**src/rtl/therm_seq_pkg.sv**
```systemverilog
`timescale 1ns/1ps
package therm_seq_pkg;

  localparam int SPAD_BYTES = 9;
  localparam logic [7:0] CMD_SKIP = 8'hCC;
  localparam logic [7:0] CMD_CONV = 8'h44;
  localparam logic [7:0] CMD_RDSP = 8'hBE;
  localparam logic [7:0] CRC_POLY = 8'h8C;

  typedef enum logic [1:0] {
    OP_RESET = 2'd0,
    OP_WRITE = 2'd1,
    OP_READ  = 2'd2
  } opKind_e;

  typedef enum logic [1:0] {
    ST_IDLE,
    ST_ISSUE,
    ST_PEND,
    ST_DELAY
  } ctlState_e;

  // strobes from control to datapath
  typedef struct packed {
    logic       crcClr;
    logic       capture;
    logic [3:0] byteIdx;
    logic       finish;
    logic       abort;
  } dpStrobe_t;

  // one byte through the bit-serial reflected CRC-8, LSB first
  function automatic logic [7:0] crc8Byte(input logic [7:0] crcIn, input logic [7:0] dataIn);
    logic [7:0] acc;
    logic fb;
    acc = crcIn;
    for (int i = 0; i < 8; i++) begin
      fb  = acc[0] ^ dataIn[i];
      acc = acc >> 1;
      if (fb) acc = acc ^ CRC_POLY;
    end
    return acc;
  endfunction

endpackage

```
**src/rtl/therm_seq_ctrl.sv**
```systemverilog
`timescale 1ns/1ps
module therm_seq_ctrl
  import therm_seq_pkg::*;
#(
  parameter int unsigned CLK_HZ  = 250_000_000,
  parameter int unsigned CONV_MS = 1000
) (
  input  logic       clk,
  input  logic       rstN,
  input  logic       start,
  input  logic       opDone,
  input  logic       opPresence,
  output logic       opReq,
  output logic [1:0] opKind,
  output logic [7:0] opData,
  output logic       busy,
  output dpStrobe_t  strb
);

  localparam int unsigned DLY_CYC = (CLK_HZ / 1000) * CONV_MS;
  localparam int DLY_W = $clog2(DLY_CYC + 1);

  localparam logic [2:0] STP_RST1  = 3'd0;
  localparam logic [2:0] STP_SKIP1 = 3'd1;
  localparam logic [2:0] STP_CONV  = 3'd2;
  localparam logic [2:0] STP_RST2  = 3'd3;
  localparam logic [2:0] STP_SKIP2 = 3'd4;
  localparam logic [2:0] STP_RDSP  = 3'd5;
  localparam logic [2:0] STP_READ  = 3'd6;

  ctlState_e  st;
  logic [2:0] step;
  logic [3:0] rdCnt;
  logic [DLY_W-1:0] dlyCnt;
  opKind_e    kindNow;
  logic       atDone;
  logic       isRst;
  logic       lastRead;

  always_comb begin
    kindNow = OP_WRITE;
    opData  = 8'hFF;
    case (step)
      STP_RST1, STP_RST2:   kindNow = OP_RESET;
      STP_SKIP1, STP_SKIP2: opData  = CMD_SKIP;
      STP_CONV:             opData  = CMD_CONV;
      STP_RDSP:             opData  = CMD_RDSP;
      default:              kindNow = OP_READ;
    endcase
  end

  assign opKind   = kindNow;
  assign opReq    = (st == ST_ISSUE);
  assign busy     = (st != ST_IDLE);
  assign atDone   = (st == ST_PEND) && opDone;
  assign isRst    = (step == STP_RST1) || (step == STP_RST2);
  assign lastRead = (rdCnt == 4'(SPAD_BYTES - 1));

  always_comb begin
    strb         = '0;
    strb.abort   = atDone && isRst && !opPresence;
    strb.crcClr  = atDone && (step == STP_RDSP);
    strb.capture = atDone && (step == STP_READ);
    strb.byteIdx = rdCnt;
    strb.finish  = atDone && (step == STP_READ) && lastRead;
  end

  always_ff @(posedge clk) begin
    if (!rstN) begin
      st     <= ST_IDLE;
      step   <= STP_RST1;
      rdCnt  <= '0;
      dlyCnt <= '0;
    end else begin
      case (st)
        ST_IDLE: begin
          if (start) begin
            st   <= ST_ISSUE;
            step <= STP_RST1;
          end
        end
        ST_ISSUE: st <= ST_PEND;
        ST_PEND: begin
          if (opDone) begin
            if (isRst && !opPresence) begin
              st <= ST_IDLE;
            end else if (step == STP_CONV) begin
              st     <= ST_DELAY;
              dlyCnt <= '0;
            end else if (step == STP_READ) begin
              if (lastRead) begin
                st <= ST_IDLE;
              end else begin
                rdCnt <= rdCnt + 4'd1;
                st    <= ST_ISSUE;
              end
            end else begin
              if (step == STP_RDSP) rdCnt <= '0;
              step <= step + 3'd1;
              st   <= ST_ISSUE;
            end
          end
        end
        default: begin
          if (dlyCnt == DLY_W'(DLY_CYC - 1)) begin
            st   <= ST_ISSUE;
            step <= STP_RST2;
          end else begin
            dlyCnt <= dlyCnt + 1'b1;
          end
        end
      endcase
    end
  end


  req_pulse_chk: assert property (@(posedge clk) disable iff (!rstN)
    opReq |=> !opReq);


  first_reset_chk: assert property (@(posedge clk) disable iff (!rstN)
    $rose(busy) |-> (opReq && opKind == OP_RESET));


  abort_idle_chk: assert property (@(posedge clk) disable iff (!rstN)
    strb.abort |=> (!busy && !opReq));


  start_ignored_chk: assert property (@(posedge clk) disable iff (!rstN)
    (busy && start && !opDone) |=> busy);

endmodule

```
**src/rtl/therm_seq_dp.sv**
```systemverilog
`timescale 1ns/1ps
module therm_seq_dp
  import therm_seq_pkg::*;
(
  input  logic        clk,
  input  logic        rstN,
  input  dpStrobe_t   strb,
  input  logic [7:0]  rdData,
  output logic [15:0] tempRaw,
  output logic        tempOk,
  output logic        tempErr,
  output logic        noDevice,
  output logic        done
);

  localparam int TEMP_BYTES = 2;

  logic [7:0] crcReg;
  logic [7:0] crcNow;
  logic [7:0] tByte [TEMP_BYTES];

  assign crcNow = crc8Byte(crcReg, rdData);

  generate
    for (genvar g = 0; g < TEMP_BYTES; g++) begin : g_tbyte
      always_ff @(posedge clk) begin
        if (!rstN) tByte[g] <= '0;
        else if (strb.capture && strb.byteIdx == 4'(g)) tByte[g] <= rdData;
      end
    end
  endgenerate

  always_ff @(posedge clk) begin
    if (!rstN) begin
      crcReg <= '0;
    end else if (strb.crcClr) begin
      crcReg <= '0;
    end else if (strb.capture) begin
      crcReg <= crcNow;
    end
  end

  always_ff @(posedge clk) begin
    if (!rstN) begin
      tempRaw  <= '0;
      tempOk   <= 1'b0;
      tempErr  <= 1'b0;
      noDevice <= 1'b0;
      done     <= 1'b0;
    end else begin
      done <= 1'b0;
      if (strb.abort) begin
        done     <= 1'b1;
        tempOk   <= 1'b0;
        tempErr  <= 1'b1;
        noDevice <= 1'b1;
      end else if (strb.finish) begin
        done     <= 1'b1;
        noDevice <= 1'b0;
        if (crcNow == 8'h00) begin
          tempOk  <= 1'b1;
          tempErr <= 1'b0;
          tempRaw <= {tByte[1], tByte[0]};
        end else begin
          tempOk  <= 1'b0;
          tempErr <= 1'b1;
        end
      end
    end
  end


  outcome_excl_chk: assert property (@(posedge clk) disable iff (!rstN)
    done |-> (tempOk != tempErr));


  raw_hold_chk: assert property (@(posedge clk) disable iff (!rstN)
    !$stable(tempRaw) |-> (done && tempOk));


  done_pulse_chk: assert property (@(posedge clk) disable iff (!rstN)
    done |=> !done);

endmodule

```
**src/rtl/therm_seq.sv**
```systemverilog
`timescale 1ns/1ps
module therm_seq
  import therm_seq_pkg::*;
#(
  parameter int unsigned CLK_HZ  = 250_000_000,
  parameter int unsigned CONV_MS = 1000
) (
  input  logic        clk,
  input  logic        rstN,
  input  logic        start,
  output logic        opReq,
  output logic [1:0]  opKind,
  output logic [7:0]  opData,
  input  logic        opDone,
  input  logic [7:0]  opRdData,
  input  logic        opPresence,
  output logic        busy,
  output logic        done,
  output logic        tempOk,
  output logic        tempErr,
  output logic        noDevice,
  output logic [15:0] tempRaw
);

  dpStrobe_t strb;

  therm_seq_ctrl #(.CLK_HZ(CLK_HZ), .CONV_MS(CONV_MS)) ctrl_i (
    .clk(clk), .rstN(rstN), .start(start), .opDone(opDone),
    .opPresence(opPresence), .opReq(opReq), .opKind(opKind),
    .opData(opData), .busy(busy), .strb(strb)
  );

  therm_seq_dp dp_i (
    .clk(clk), .rstN(rstN), .strb(strb), .rdData(opRdData),
    .tempRaw(tempRaw), .tempOk(tempOk), .tempErr(tempErr),
    .noDevice(noDevice), .done(done)
  );

endmodule

```
**config.mk**
```make
export PLATFORM = sky130hd
export DESIGN_NAME = therm_seq
export DESIGN_NICKNAME = d
export VERILOG_FILES = /design/src/rtl/therm_seq_pkg.sv /design/src/rtl/therm_seq_ctrl.sv /design/src/rtl/therm_seq_dp.sv /design/src/rtl/therm_seq.sv
export SDC_FILE = /design/constraint.sdc
export NUM_CORES = 1
export LEC_CHECK = 0
export ABC_AREA = 1
export BUFFER_PORTS_ARGS = -buffer_cell sky130_fd_sc_hd__buf_4
export CAP_MARGIN = 10
export CORE_MARGIN = 5
export CORE_UTILIZATION = 47
export DETAILED_ROUTE_END_ITERATION = 12
export PLACE_DENSITY = 0.66
export SYNTH_ARGS = -nofsm -noshare
export SYNTH_HDL_FRONTEND = slang
export SYNTH_HIERARCHICAL = 1
export SYNTH_SLANG_ARGS = --single-unit
```
**constraint.sdc**
```tcl
create_clock -name clk -period 5.32 [get_ports clk]
set_input_delay 0.798 -clock clk [delete_from_list [all_inputs] [get_ports clk]]
set_output_delay 0.798 -clock clk [all_outputs]
set_load 0.01 [all_outputs]
```
==> run metrics, run 1 <==
status=finished, final reports clean; synthesized net count=between 800 and 900; Mapped Area=5186 um2; RePlAce Congestion=between 0.8 and 0.9; largest net degree at the start of global routing=31; syn_area_per_cell=~6.6 um2; CTS tree=yes; setup bufs post-CTS=0; first-pass GRT wire length=between 20 and 25 mm; area leader, netlist=dfxtp_1; worst-path cell chain=inv_1 -> ha_1 -> nand2_1 -> nor2_1 -> inv_1 -> nor4_1 -> or2_2; Reg2Reg Setup Slack=between 2000 and 2500 ps; CP top delay family=simple AND/OR/NAND/NOR gates; Max Fclk=315.0 MHz; top cell type's share of synthesized area=0.2509; CTS Buf Count=9; synthesis-to-finish area growth=10.66%; DR vias=5034; Worst EP arrival=~3200 ps; unrepaired setup endpoints after global routing=no; Pwr Density=between 200 and 300 nW/um2; CP max stage delay=750 ps; Max rail drop VDD=about 320 uV; initial antenna violation count=0; CTS resizes=0; setup TNS=0 ps; Horiz. Die Dim=~120 um; max-slew violations=0; number of global-route vias before repair=around 4.7k; Detailed Routing Iterations Pass 1=5; part of the cycle the worst path needs=0.5968; Hold Path Stages=2; Final Hold Viols=0; Filler Cell Count=roughly 1.1k; H-tree levels=3; Slew HR=0.4001; Worst path depth=7; IO Pins=45; R2R Path End=dp_i/tByte[0][5]; first-iteration detailed-routing DRC count=roughly 370; # diodes=0; GR Util All Layers=0.2038; startpoint types=flop; Max stage delay cell, worst path=ha_1; vias per cell=around 5.2; Fin Clk Skew=around 7.6 ps; Port Buffer Count=43; distinct cell type count of the synthesized netlist=40; Synth warnings=6; num rows=38; Leak=roughly 2.5 nW; Max Cap Viol=0; multi-input logic area=between 2000 and 3000 um2; wire per inst=13.67 um; Worst Path Required=approximately 5400 ps; initial cell density of the core=0.4784; R2R Path Start=ctrl_i/st[0]; crit path to=dp_i/tByte[0][5]; share of layout cells above drive strength 1=0.1453; Critical Path Source=ctrl_i/st[0]; CP Class=reg -> reg; Critical Path Most Common Cell=inv_1; DRC errors left=0; TritonCTS Sinks=81; DIE HEIGHT=approximately 120 um; Buf+Inv Stages, Crit Path=2; Worst-Margin Slew=~900 ps; worst hold slack=470.5 ps; Placeable Area=around 11000 um2; Hold WC Path Type=reg -> reg; total gr overflow=0; Clock Tree Buf Depth=2; Area contributors post-synth=dfxtp_1 (25%), nand2_1 (16%), edfxtp_1 (9.3%); fin crit period=about 3200 ps; Post-CTS Hold Fix Bufs=0; Final nets=838; CTS Root Cell=clkbuf_8; CTS clk-pin slew, worst paths=roughly 90 ps; Post-Route WL=~13 mm; Synth Register Bits=between 80 and 90; detailed placer's ending HPWL=9.858 mm; Post-Syn Instances=782; register area=1782 um2; ANT nets after route=0; # setup viols final=0; R2R cell count=7; maximum fanout along the worst path=25; register area share after synthesis=0.3435; crit end category=flop; Core Util, Final=0.5294; worst skew pair latency=roughly 360 ps; DIE AREA=13240 um2
worst reg2reg max path, stage by stage (launching register included):
cell and delay, ps:
dfxtp_1 340, inv_1 80, ha_1 750, nand2_1 210, nor2_1 560, inv_1 280, nor4_1 350, or2_2 290
synthesized netlist by cell type (all sizes together):
cell type / n
clkbuf: 7
dfxtp: 65
nand4: 33
nor2: 121
and2: 2
clkinv: 1
o21ai: 16
nand3: 58
o31ai: 2
a31oi: 1
edfxtp: 16
ha: 11
a21oi: 50
buf: 15
xnor2: 5
o211ai: 3
or2: 5
conb: 1
o21bai: 2
nor3: 7
nor4: 1
inv: 104
xor2: 5
nand2: 251
kinds of logic (layout without fill, tap and decap cells):
logic type      after synthesis  count (layout)  synth area share
simple gates                478             478            0.4292
buf+inv                     127             164            0.1059
flops                        81              81            0.3435
compound gates               74              74           0.07575
fa+ha+maj                    11              11           0.02654
xor+xnor                     10              10           0.01834
other cells                   1               1         0.0007231
through the flow:
step | cell area [um2] | instances | total power, mW | setup WS, ps
2_1_floorplan | 5186 | 782 | 1.094 | 3173
3_3_place_gp | 5529 | 943 | 1.224 | 2343
3_5_place_dp | 5529 | 943 | 1.234 | 2197
4_1_cts | 5739 | 959 | 1.717 | 2175
5_1_grt | 5739 | 959 | 1.809 | 1767
6_report | 5739 | 959 | 1.702 | 2145
metal layers:
layer  GRT usage  wire length (um)
met5           0                 0
met4     0.06495               246
met3     0.03789               711
met2      0.3152              5734
met1      0.2880              6414
placed cells by master, fill, tap and decap left out, types with 9 or more instances in the layout:
| cell | instances |
|---|---|
| inv_2 | 9 |
| edfxtp_1 | 16 |
| nand4_1 | 32 |
| ha_1 | 11 |
| dfxtp_1 | 65 |
| clkbuf_8 | 10 |
| nand2_1 | 221 |
| nand3_1 | 50 |
| buf_4 | 43 |
| nor2_1 | 115 |
| nand2_2 | 22 |
| a21oi_1 | 49 |
| o21ai_0 | 14 |
| inv_1 | 95 |
state kept, by name, summed over array words and instances, names as in the netlist:
signal,flops
ctrl_i/step,3
dp_i/tByte,16
dp_i/noDevice,1
dp_i/done,1
ctrl_i/st,2
dp_i/tempRaw,16
dp_i/tempErr,1
dp_i/crcReg,8
ctrl_i/dlyCnt,28
dp_i/tempOk,1
ctrl_i/rdCnt,4
how the worst min path moves through the flow:
stage	startpoint	to	slack [ps]
5_1_grt	dp_i/tempRaw[9]	dp_i/tempRaw[9]	490
6_report	dp_i/tempRaw[9]	dp_i/tempRaw[9]	470
2_1_floorplan	ctrl_i/st[0]	ctrl_i/st[0]	460
3_3_place_gp	dp_i/tempRaw[3]	dp_i/tempRaw[3]	450
3_5_place_dp	dp_i/tempRaw[9]	dp_i/tempRaw[9]	460
4_1_cts	dp_i/tempRaw[9]	dp_i/tempRaw[9]	470
area by class of cell:
cell class	instances	area share
inverter	105	0.06867
sequential	81	0.3104
multi-input combinational	574	0.4975
clock inverter	6	0.01264
tap	140	0.03052
timing repair buffer	43	0.05625
clock buffer	10	0.02398
power by group:
group	internal (mW)	total [mW]	switching, mW
Combinational	0.189	0.544	0.355
Sequential	0.651	0.677	0.0265
Clock	0.236	0.481	0.245
Power figures use the tool's default switching activity.
==> run 2, diff against run 1 <==
--- a/config.mk
+++ b/config.mk
@@ -11,7 +11,7 @@
 export CORE_MARGIN = 5
 export CORE_UTILIZATION = 47
 export DETAILED_ROUTE_END_ITERATION = 12
-export PLACE_DENSITY = 0.66
+export PLACE_DENSITY = 0.69
 export SYNTH_ARGS = -nofsm -noshare
 export SYNTH_HDL_FRONTEND = slang
 export SYNTH_HIERARCHICAL = 1
==> constraint.sdc (replaced) <==
create_clock -name clk -period 2.6 [get_ports clk]
set_input_delay 0.39 -clock clk [delete_from_list [all_inputs] [get_ports clk]]
set_output_delay 0.39 -clock clk [all_outputs]
set_load 0.01 [all_outputs]
==> run metrics, run 2 (synthesized netlist as in run 1, its figures left out) <==
Worst-Margin Slew=640.5 ps (-259.4 ps); TritonCTS Sinks=81 (unchanged); Biggest register=ctrl_i/dlyCnt; number of flip-flops in the largest register=28 (unchanged); Final nets=845 (+0.84%); DP Area=5582 um2 (+0.95%); CTS Buf Count=9 (unchanged); startpoint types=flop; first-pass GRT wire length=22.40 mm (+2.0%); Reg2Reg Setup Slack=340 ps (-1810 ps); detailed placer's ending HPWL=9.861 mm (about the same); non-filler cells, final=966 (+0.73%); Max Fclk=441.8 MHz (+40%); Top Registers=ctrl_i/dlyCnt: 28 flops, dp_i/tByte: 16 flops, dp_i/tempRaw: 16 flops; initial cell density of the core=0.4784 (unchanged); CTS resizes=0 (unchanged); # setup viols final=0 (unchanged); Critical Path Most Common Cell=inv_1; synthesis-to-finish area growth=11.53%; vias per cell=5.259 (+0.18%); GR Util All Layers=0.2078 (+0.003972); CTS clk-pin slew, worst paths=90 ps (about the same); fin area=5784 um2 (+0.78%); unrepaired setup endpoints after global routing=no; Detailed Routing Iterations Pass 1=6 (+1); Int Power=2.211 mW (+110%); Clock power frac=0.276 (-0.007); Max stage delay cell, worst path=dfxtp_1; CP Class=reg -> reg; H-tree levels=3 (unchanged); CTS tree=yes; Clock Tree Buf Depth=2 (unchanged); Leak=2.522 nW (+1.4%); Final Hold Viols=0 (unchanged); total gr overflow=0 (unchanged); largest net degree at the start of global routing=30 (-3.2%); first-iteration detailed-routing DRC count=417 (+14%); Placeable Area=10840 um2 (unchanged); worst-path cell chain=inv_1 -> ha_1 -> nand2_1 -> inv_1 -> nand4_1 -> nor2_1 -> inv_1 -> nor2_2 -> buf_4 -> nand4_1 -> a21oi_1; Post-Route WL=13.30 mm (+1.4%); initial antenna violation count=0 (unchanged); CP max stage delay=350 ps (-400 ps); Fin Clk Skew=13.37 ps (+5.742 ps); Worst Path Required=2890 ps (-2490 ps); DIE HEIGHT=115.0 um (unchanged); share of layout cells above drive strength 1=0.1525 (+0.007243); Sw Share=0.3676 (-0.0004763); Slew HR=0.5726 (+0.1724); RePlAce Congestion=0.9304 (+5.2%); Reg power frac=0.397 (about the same); maximum fanout along the worst path=13 (-48%); part of the cycle the worst path needs=0.8706 (+0.2738); commonest cells after routing, fill and taps aside=nand2_1 (221), nor2_1 (115), inv_1 (95); setup bufs post-CTS=0 (unchanged); Post-CTS Hold Fix Bufs=0 (unchanged); wire per inst=13.76 um (+0.71%); Hold WC Path Type=in -> reg; Worst EP arrival=2550 ps (-680 ps); fin crit period=2263 ps (-911.3 ps); Max rail drop VDD=597.8 uV (+88%); IO Pins=45 (unchanged); worst skew pair latency=370 ps (about the same); Horiz. Die Dim=115.0 um (unchanged); number of global-route vias before repair=4785 (+1.5%); combinational share of power=0.327 (+0.008); status=finished, final reports clean; DR vias=5080 (+0.91%); DIE AREA=13240 um2 (unchanged); # diodes=0 (unchanged); CTS Root Cell=clkbuf_8; setup TNS=0 ps (unchanged); P_sw=1.285 mW (+110%); ANT nets after route=0 (unchanged); commonest non-fill, non-tap cell in the layout=nand2_1; Port Buffer Count=43 (unchanged); DRC errors left=0 (unchanged); Max Cap Viol=0 (unchanged); # placed instances=950 (+0.74%); max-slew violations=0 (unchanged); crit end category=flop; Pwr Density=604.5 nW/um2 (+100%); num rows=38 (unchanged)
-- run 2: cell type report --
cell class / count / area, um2
Clock buffer: 10 / 137.6
Inverter: 105 / 394.1
Tap cell: 140 / 175.2
Multi-Input combinational cell: 574 / 2855
Timing Repair Buffer: 50 / 375.4
Sequential cell: 81 / 1782
Fill cell: 1087 / 5056
Clock inverter: 6 / 65.06
-- run 2: final timing paths --
kind                    from  cells after the start           endpoint
max reg2reg   ctrl_i/step[0]                     11    dp_i/tempRaw[5]
min reg2reg  dp_i/tempRaw[0]                      2    dp_i/tempRaw[0]
max           ctrl_i/step[0]                     11    dp_i/tempRaw[5]
min                     rstN                      3  ctrl_i/dlyCnt[24]
-- run 2: power by group through the flow --
| stage | Combinational (mW) | Clock [mW] | Sequential, mW |
|---|---|---|---|
| after CTS | 1.14 | 0.982 | 1.39 |
| after floorplan | 0.838 | 0 | 1.40 |
| after global routing | 1.28 | 1.04 | 1.40 |
| final | 1.14 | 0.966 | 1.39 |
| after detailed placement | 1.13 | 0 | 1.41 |
| after global placement | 1.12 | 0 | 1.41 |
-- run 2: layer usage --
layer | vias to the layer above | routed length [um] | track usage
li1 | 2554 | - | -
met1 | 2345 | 6393 | 0.2976
met2 | 160 | 5865 | 0.3167
met3 | 21 | 822 | 0.03947
met4 | 0 | 214 | 0.06495
met5 | - | 0 | 0
-- run 2: per-stage QoR --
step / util / hold slack (ps) / setup slack, ps / total power [mW]
2_1_floorplan: - / 456.5 / 672.9 / 2.239
3_3_place_gp: 0.5149 / 454.4 / 455.0 / 2.528
3_5_place_dp: 0.5149 / 461.4 / 386.4 / 2.548
4_1_cts: 0.5336 / 362.5 / 373.4 / 3.511
5_1_grt: 0.5336 / 369.3 / 185.0 / 3.726
6_report: 0.5336 / 372.2 / 336.5 / 3.496
-- run 2: critical path, delay by kind of cell, from the launching register on --
kind / cells / cell delay, ps
buffers and inverters: 4 / 600
flip-flops: 1 / 350
AND/OR/NAND/NOR: 5 / 830
AO/OA/AOI/OAI: 1 / 180
adder cells (fa/ha/maj): 1 / 210
